## src/rtl/ptp_time_pkg.sv

```systemverilog
package ptp_time_pkg;
  localparam logic [31:0] NS_PER_SEC = 32'd1_000_000_000;

  typedef enum logic [1:0] {
    OP_HOLD = 2'd0,
    OP_LOAD = 2'd1,
    OP_STEP = 2'd2
  } time_op_e;
endpackage

```

## src/rtl/ptp_rate_accum.sv

```systemverilog
module ptp_rate_accum #(
  parameter int ACC_W = 32
) (
  input  logic             clk,
  input  logic             rst_n,
  input  logic             addend_we,
  input  logic [ACC_W-1:0] addend_wdata,
  output logic             tick
);
  logic [ACC_W-1:0] acc_q, acc_d;
  logic [ACC_W-1:0] addend_q, addend_d;
  logic             carry;

  always_comb begin
    {carry, acc_d} = {1'b0, acc_q} + {1'b0, addend_q};
    addend_d       = addend_we ? addend_wdata : addend_q;
  end

  always_ff @(posedge clk or negedge rst_n) begin
    if (!rst_n) begin
      acc_q    <= '0;
      addend_q <= '0;
    end else begin
      acc_q    <= acc_d;
      addend_q <= addend_d;
    end
  end

  assign tick = carry;

  AST_CARRY_WRAPS: assert property (@(posedge clk) disable iff (!rst_n)
    tick |=> (acc_q < $past(acc_q)));
  AST_NO_CARRY_GROWS: assert property (@(posedge clk) disable iff (!rst_n)
    !tick |=> (acc_q >= $past(acc_q)));
  AST_ADDEND_NEXT: assert property (@(posedge clk) disable iff (!rst_n)
    addend_we |=> (addend_q == $past(addend_wdata)));
endmodule

```

## src/rtl/ptp_time_adjust.sv

```systemverilog
module ptp_time_adjust #(
  parameter int SEC_W = 32,
  parameter int NS_W  = 32,
  parameter int INC_W = 8
) (
  input  logic             clk,
  input  logic             rst_n,
  input  logic             tick,
  input  logic [INC_W-1:0] incr_ns,
  input  logic             init_pulse,
  input  logic             adj_pulse,
  input  logic             adj_sub,
  input  logic [SEC_W-1:0] off_sec,
  input  logic [NS_W-1:0]  off_ns,
  output logic [SEC_W-1:0] sec_q,
  output logic [NS_W-1:0]  ns_q
);
  import ptp_time_pkg::*;

  localparam int XW = NS_W + 3;
  localparam logic signed [XW-1:0] NS_LIM = $signed(XW'(NS_PER_SEC));

  time_op_e               op;
  logic signed [XW-1:0]   ns_raw, ns_fix;
  logic [SEC_W-1:0]       sec_raw, sec_fix;
  logic [SEC_W-1:0]       sec_d;
  logic [NS_W-1:0]        ns_d;
  logic                   en;

  always_comb begin
    if (init_pulse)              op = OP_LOAD;
    else if (adj_pulse || tick)  op = OP_STEP;
    else                         op = OP_HOLD;
  end

  always_comb begin
    ns_raw  = $signed({3'b000, ns_q});
    sec_raw = sec_q;
    if (tick) ns_raw = ns_raw + $signed(XW'(incr_ns));
    if (adj_pulse) begin
      if (adj_sub) begin
        ns_raw  = ns_raw - $signed({3'b000, off_ns});
        sec_raw = sec_q - off_sec;
      end else begin
        ns_raw  = ns_raw + $signed({3'b000, off_ns});
        sec_raw = sec_q + off_sec;
      end
    end
    if (ns_raw < 0) begin
      ns_fix  = ns_raw + NS_LIM;
      sec_fix = sec_raw - 1'b1;
    end else if (ns_raw >= NS_LIM) begin
      ns_fix  = ns_raw - NS_LIM;
      sec_fix = sec_raw + 1'b1;
    end else begin
      ns_fix  = ns_raw;
      sec_fix = sec_raw;
    end
  end

  always_comb begin
    en    = (op != OP_HOLD);
    sec_d = sec_q;
    ns_d  = ns_q;
    case (op)
      OP_LOAD: begin sec_d = off_sec;  ns_d = off_ns;              end
      OP_STEP: begin sec_d = sec_fix;  ns_d = ns_fix[NS_W-1:0];    end
      default: ;
    endcase
  end

  always_ff @(posedge clk or negedge rst_n) begin
    if (!rst_n) begin
      sec_q <= '0;
      ns_q  <= '0;
    end else if (en) begin
      sec_q <= sec_d;
      ns_q  <= ns_d;
    end
  end

  AST_IDLE_HOLDS: assert property (@(posedge clk) disable iff (!rst_n)
    (!tick && !init_pulse && !adj_pulse) |=> ($stable(sec_q) && $stable(ns_q)));
  AST_INIT_LOADS: assert property (@(posedge clk) disable iff (!rst_n)
    init_pulse |=> (sec_q == $past(off_sec) && ns_q == $past(off_ns)));
  AST_TICK_IN_RANGE: assert property (@(posedge clk) disable iff (!rst_n)
    (tick && !init_pulse && !adj_pulse && ns_q < NS_PER_SEC) |=> (ns_q < NS_PER_SEC));
  AST_TICK_SEC_STEP: assert property (@(posedge clk) disable iff (!rst_n)
    (tick && !init_pulse && !adj_pulse) |=> ((sec_q - $past(sec_q)) <= 1));
endmodule

```

## src/rtl/ptp_time_counter.sv

```systemverilog
module ptp_time_counter #(
  parameter int ACC_W = 32,
  parameter int SEC_W = 32,
  parameter int NS_W  = 32,
  parameter int INC_W = 8
) (
  input  logic             clk,
  input  logic             rst_n,
  input  logic             addend_we,
  input  logic [ACC_W-1:0] addend_wdata,
  input  logic [INC_W-1:0] incr_ns,
  input  logic             stage_we,
  input  logic [SEC_W-1:0] stage_sec,
  input  logic [NS_W-1:0]  stage_ns,
  input  logic             init_pulse,
  input  logic             adj_pulse,
  input  logic             adj_sub,
  output logic             tick,
  output logic [SEC_W-1:0] time_sec,
  output logic [NS_W-1:0]  time_ns
);
  logic [1:0]       rst_sync_q;
  logic             rst_int_n;
  logic [SEC_W-1:0] hold_sec_q, hold_sec_d;
  logic [NS_W-1:0]  hold_ns_q, hold_ns_d;

  always_ff @(posedge clk or negedge rst_n) begin
    if (!rst_n) rst_sync_q <= 2'b00;
    else        rst_sync_q <= {rst_sync_q[0], 1'b1};
  end
  assign rst_int_n = rst_sync_q[1];

  always_comb begin
    hold_sec_d = stage_we ? stage_sec : hold_sec_q;
    hold_ns_d  = stage_we ? stage_ns  : hold_ns_q;
  end

  always_ff @(posedge clk or negedge rst_int_n) begin
    if (!rst_int_n) begin
      hold_sec_q <= '0;
      hold_ns_q  <= '0;
    end else begin
      hold_sec_q <= hold_sec_d;
      hold_ns_q  <= hold_ns_d;
    end
  end

  ptp_rate_accum #(.ACC_W(ACC_W)) u_accum (
    .clk          (clk),
    .rst_n        (rst_int_n),
    .addend_we    (addend_we),
    .addend_wdata (addend_wdata),
    .tick         (tick)
  );

  ptp_time_adjust #(.SEC_W(SEC_W), .NS_W(NS_W), .INC_W(INC_W)) u_adjust (
    .clk        (clk),
    .rst_n      (rst_int_n),
    .tick       (tick),
    .incr_ns    (incr_ns),
    .init_pulse (init_pulse),
    .adj_pulse  (adj_pulse),
    .adj_sub    (adj_sub),
    .off_sec    (hold_sec_q),
    .off_ns     (hold_ns_q),
    .sec_q      (time_sec),
    .ns_q       (time_ns)
  );

  AST_RESET_ZERO: assert property (@(posedge clk)
    !rst_int_n |-> (time_sec == '0 && time_ns == '0 && !tick));
  AST_INIT_WINS: assert property (@(posedge clk) disable iff (!rst_int_n)
    (init_pulse && adj_pulse) |=> (time_sec == $past(hold_sec_q) && time_ns == $past(hold_ns_q)));
endmodule

```

## config.mk

```make
export PLATFORM = sky130hd
export DESIGN_NAME = ptp_time_counter
export DESIGN_NICKNAME = d
export VERILOG_FILES = /design/src/rtl/ptp_time_pkg.sv /design/src/rtl/ptp_rate_accum.sv /design/src/rtl/ptp_time_adjust.sv /design/src/rtl/ptp_time_counter.sv
export SDC_FILE = /design/constraint.sdc
export NUM_CORES = 1
export LEC_CHECK = 0
export BUFFER_PORTS_ARGS = -buffer_cell sky130_fd_sc_hd__buf_4
export CORE_MARGIN = 3
export CORE_UTILIZATION = 56
export CTS_CLUSTER_DIAMETER = 200
export DETAILED_ROUTE_END_ITERATION = 16
export GPL_ROUTABILITY_DRIVEN = 0
export PLACE_DENSITY = 0.81
export SKIP_CTS_REPAIR_TIMING = 1
export SKIP_LAST_GASP = 1
export SYNTH_ARGS = -nofsm -noshare
export SYNTH_HDL_FRONTEND = slang
export SYNTH_SLANG_ARGS = --single-unit
export TNS_END_PERCENT = 1
```

## constraint.sdc

```tcl
create_clock -name clk -period 5.7 [get_ports clk]
set_input_delay 0.57 -clock clk [delete_from_list [all_inputs] [get_ports clk]]
set_output_delay 0.57 -clock clk [all_outputs]
set_load 0.1 [all_outputs]
```

==> impl_results.md <==
- Run status: complete, but fails checks
- Failing checks: setup timing
- Sw Share: 52.36%
- Leftover overflow at the end of global routing: 0
- Proportion of layout cells with a drive suffix above 1: 31.59%
- Non-filler instance count after layout: 3136
- Port bufs: around 180
- Peak per-stage delay on the critical path: 0.55 ns
- Effective utilization at floorplan: 56.88%
- Worst-case vdd ir drop: 0.0005487 V
- Global-route wire length before repair: 101.4 mm
- Number of endpoints failing setup at the final stage: 55
- Root Buffer Master: sky130_fd_sc_hd__clkbuf_16
- Width of the die: 185.3 um
- FFs w/ async S/R, synth: 100.0%
- Number of maximum-capacitance constraint violations: 0
- Least-Margin Pin Slew: 1.084 ns
- Total wire length after detailed routing: about 66 mm
- Initial antenna violation count: 2
- Number of enable flip-flop cells after synthesis: 0
- HPWL reported at the end of detailed placement: between 40 and 50 mm
- Gate Count Post-Synth: between 2000 and 2500
- Area of the mapped netlist: approximately 0.018 sq mm
- Routed via count divided by cell count: 6.606
- Number of nets in the layout: 2943
- Via Count: around 21000
- Worst Path Arrival: around 7.4 ns
- Average footprint of a synthesized cell: around 8.3 sq um
- Hold Path Class: input pin to flop
- Hold Vio Cnt, Final: 0
- Detailed-route DRC error count: 0
- Vertical die dimension: 185.3 um
- Clock net sink count: approximately 190
- Pins Over Slew Limit: 0
- Global routing usage summed across all routing layers: 36.65%
- Netlist cell types: 99
- Crit Path Category: flop to flop
- Top-area cell type share of the netlist area: 26.98%
- # rows: 65
- Data required, critical path: 6.00 ns
- Leading area contributor after synthesis: sky130_fd_sc_hd__dfrtp_1
- Vias in the first global route: 20271
- Maximum frequency from static timing analysis: 140.9 MHz
- Mapped Nets: 2395
- Part of the power in the clock network: 7.5%
- Area added between synthesis and finish: 32.75%
- Maximum number of pins on one net before global-route repair: 91
- Cell Pwr Density: between 700 and 800 mW/mm^2
- Max clock buf depth: 2
- Core utilization of the finished layout: 75.52%
- Logic gate share of total power: 79.5%
- Clk_lat worst skew: 0.48 ns
- Final Cycle Share: 124.5%
- Core region area: 0.03164 sq mm
- Placed cell count: 3089
- Placement-stage worst setup slack: -1.102 ns
- Max-Slew Margin vs Limit: 27.71%
- Final setup TNS: -65.91 ns
- Main synth FF type: sky130_fd_sc_hd__dfrtp_1
- Worst Slack Setup Final: -1.395 ns
- Design internal power: 8107 uW
- Register clock-pin slew on the reported worst setup and hold paths: 0.08 ns
- Clock tree from TritonCTS: built
- Leakage: roughly 0.011 uW
- Synthesis warning total: 0
- Maximum level of the CTS H-tree: 4
- Synth area leaders: sky130_fd_sc_hd__dfrtp_1 27%, sky130_fd_sc_hd__ha_1 7.6%, sky130_fd_sc_hd__xnor2_1 6.6%
- Commonest cells after routing, fill and taps aside: 619 x sky130_fd_sc_hd__buf_4, 189 x sky130_fd_sc_hd__nand2_1, 189 x sky130_fd_sc_hd__dfrtp_1
- DRT iter0 DRCs: 2523
- Clock skew after layout: 0.01558 ns
- CP Max Fanout: 7
- Number of buffers added by the clock tree synthesis step: 17
- Top-level port count: 176
- Total power draw: roughly 17000 uW
- Switching pwr: a little under 9000 uW
- Number of synthesized register bits: 194
- Sequential group share of total power: between 10% and 20%
- Slowest CP cell: sky130_fd_sc_hd__or4_4
- First-pass detailed-route iteration total: 8
- Fraction of the yosys area taken by sequential cells: around 27%
- Final-layout fill cell count: 2085
- Count of nets left with antenna violations after detail routing: 0
- Startpoint class of the critical path: flop
- Capturing element type of the critical path: flop
- Unrepaired setup endpoints after global routing: yes
- Total die area: 0.03432 sq mm
- Most frequent standard cell in the layout excluding fill and tap cells: sky130_fd_sc_hd__buf_4
- Avg WL per Cell: approximately 21 um
- Time the final worst path needs with I/O delays and setup: 7.095 ns
==> Yosys cell counts (all sizes together), types with 10 or more instances <==
cell type and count:
or2 13, nor3 86, o21a 34, inv 76
nand3 69, and4 11, o211ai 21, o31ai 22
a211oi 20, o31a 13, a221oi 16, mux2i 32
a21o 63, nand4 21, or4 11, a21boi 10
a22oi 10, nor4 28, nand2 191, nand2b 17
and3 38, nor2b 19, o21ai 120, o21bai 15
and2 15, mux2 85, o41ai 12, clkbuf 77
xnor2 135, or3 27, xor2 48, ha 109
a21oi 151, dfrtp 194, buf 20, a31oi 33
nor2 181
==> final timing paths <==
| check | start | endpoint | slack, ns | depth (start not counted) |
|---|---|---|---|---|
| worst min register to register | rst_sync_q[0] | rst_sync_q[1] | 0.36 | 0 |
| max in group asynchronous | rst_sync_q[1] | u_adjust.ns_q[19] | 4.05 | 1 |
| worst max-delay path | u_accum.addend_q[0] | u_adjust.ns_q[15] | -1.39 | 30 |
| worst min-delay path | stage_ns[25] | hold_ns_q[25] | 0.30 | 3 |
| min in group asynchronous | rst_sync_q[1] | u_accum.addend_q[2] | 0.38 | 0 |
| worst max register to register | u_accum.addend_q[0] | u_adjust.ns_q[15] | -1.39 | 30 |
==> final cells by class <==
cell class | count | area, sq um | area share, %
timing repair buffer | 627 | 4756 | 19.91
inverter | 77 | 289.0 | 1.210
tap | 402 | 503.0 | 2.105
clock inverter | 10 | 118.9 | 0.4975
sequential | 194 | 4863 | 20.36
clock buffer | 22 | 474.2 | 1.985
antenna | 2 | 5.005 | 0.02095
multi-input combinational | 1802 | 12880 | 53.92
==> routing by layer <==
layer  vias up  part of all wire, %  global-route usage [%]
met5         -                    0                       0
met4         0                  5.8                   18.43
met3       347                   10                   8.936
met2      1412                   46                   60.86
met1      9816                   38                   44.44
li1       9142                    -                       -
==> critical path, delay by kind of cell, from the launching register on <==
family / cells / cell delay [ns]
buffers and inverters: 5 / 0.59
muxes: 1 / 0.13
AOI/OAI and AO/OA: 15 / 3.27
DFF: 1 / 0.39
adders and majority gates: 3 / 0.87
xor gates and xnor gates: 2 / 0.54
and+or+nand+nor: 4 / 1.14
==> metrics by stage <==
| step | hold WS, ns | cell area [sq um] |
|---|---|---|
| finish | 0.3027 | 23890 |
| global route | 0.2997 | 23890 |
| CTS | -0.1341 | 23490 |
| detailed placement | 0.3471 | 22900 |
| global placement | 0.3383 | 22900 |
| floorplan | 0.2744 | 18210 |
==> logic make-up (layout without fill, tap and decap cells) <==
| kind of cell | after synthesis | after routing | synth area share, % |
|---|---|---|---|
| and+or+nand+nor | 742 | 742 | 20.11 |
| AOI/OAI and AO/OA | 646 | 646 | 24.77 |
| DFF | 194 | 194 | 26.98 |
| xor gates and xnor gates | 183 | 183 | 8.948 |
| buffers and inverters | 175 | 736 | 4.032 |
| muxes | 117 | 117 | 7.120 |
| adders and majority gates | 113 | 113 | 8.023 |
| other | 1 | 3 | 0.02084 |
==> state kept, by name, summed over array words and instances (netlist names) <==
name	flops
u_accum.acc_q	32
hold_ns_q	32
u_adjust.sec_q	32
u_adjust.ns_q	32
u_accum.addend_q	32
rst_sync_q	2
hold_sec_q	32
==> power groups by stage <==
stage | registers, uW | logic (uW) | clock network, uW
after floorplan | 3660 | 6340 | 0
after global placement | 2190 | 12100 | 0
after detailed placement | 2210 | 12500 | 0
after CTS | 2190 | 12700 | 1270
after global routing | 2240 | 14300 | 1340
final | 2210 | 13500 | 1270
Power figures use the tool's default switching activity.
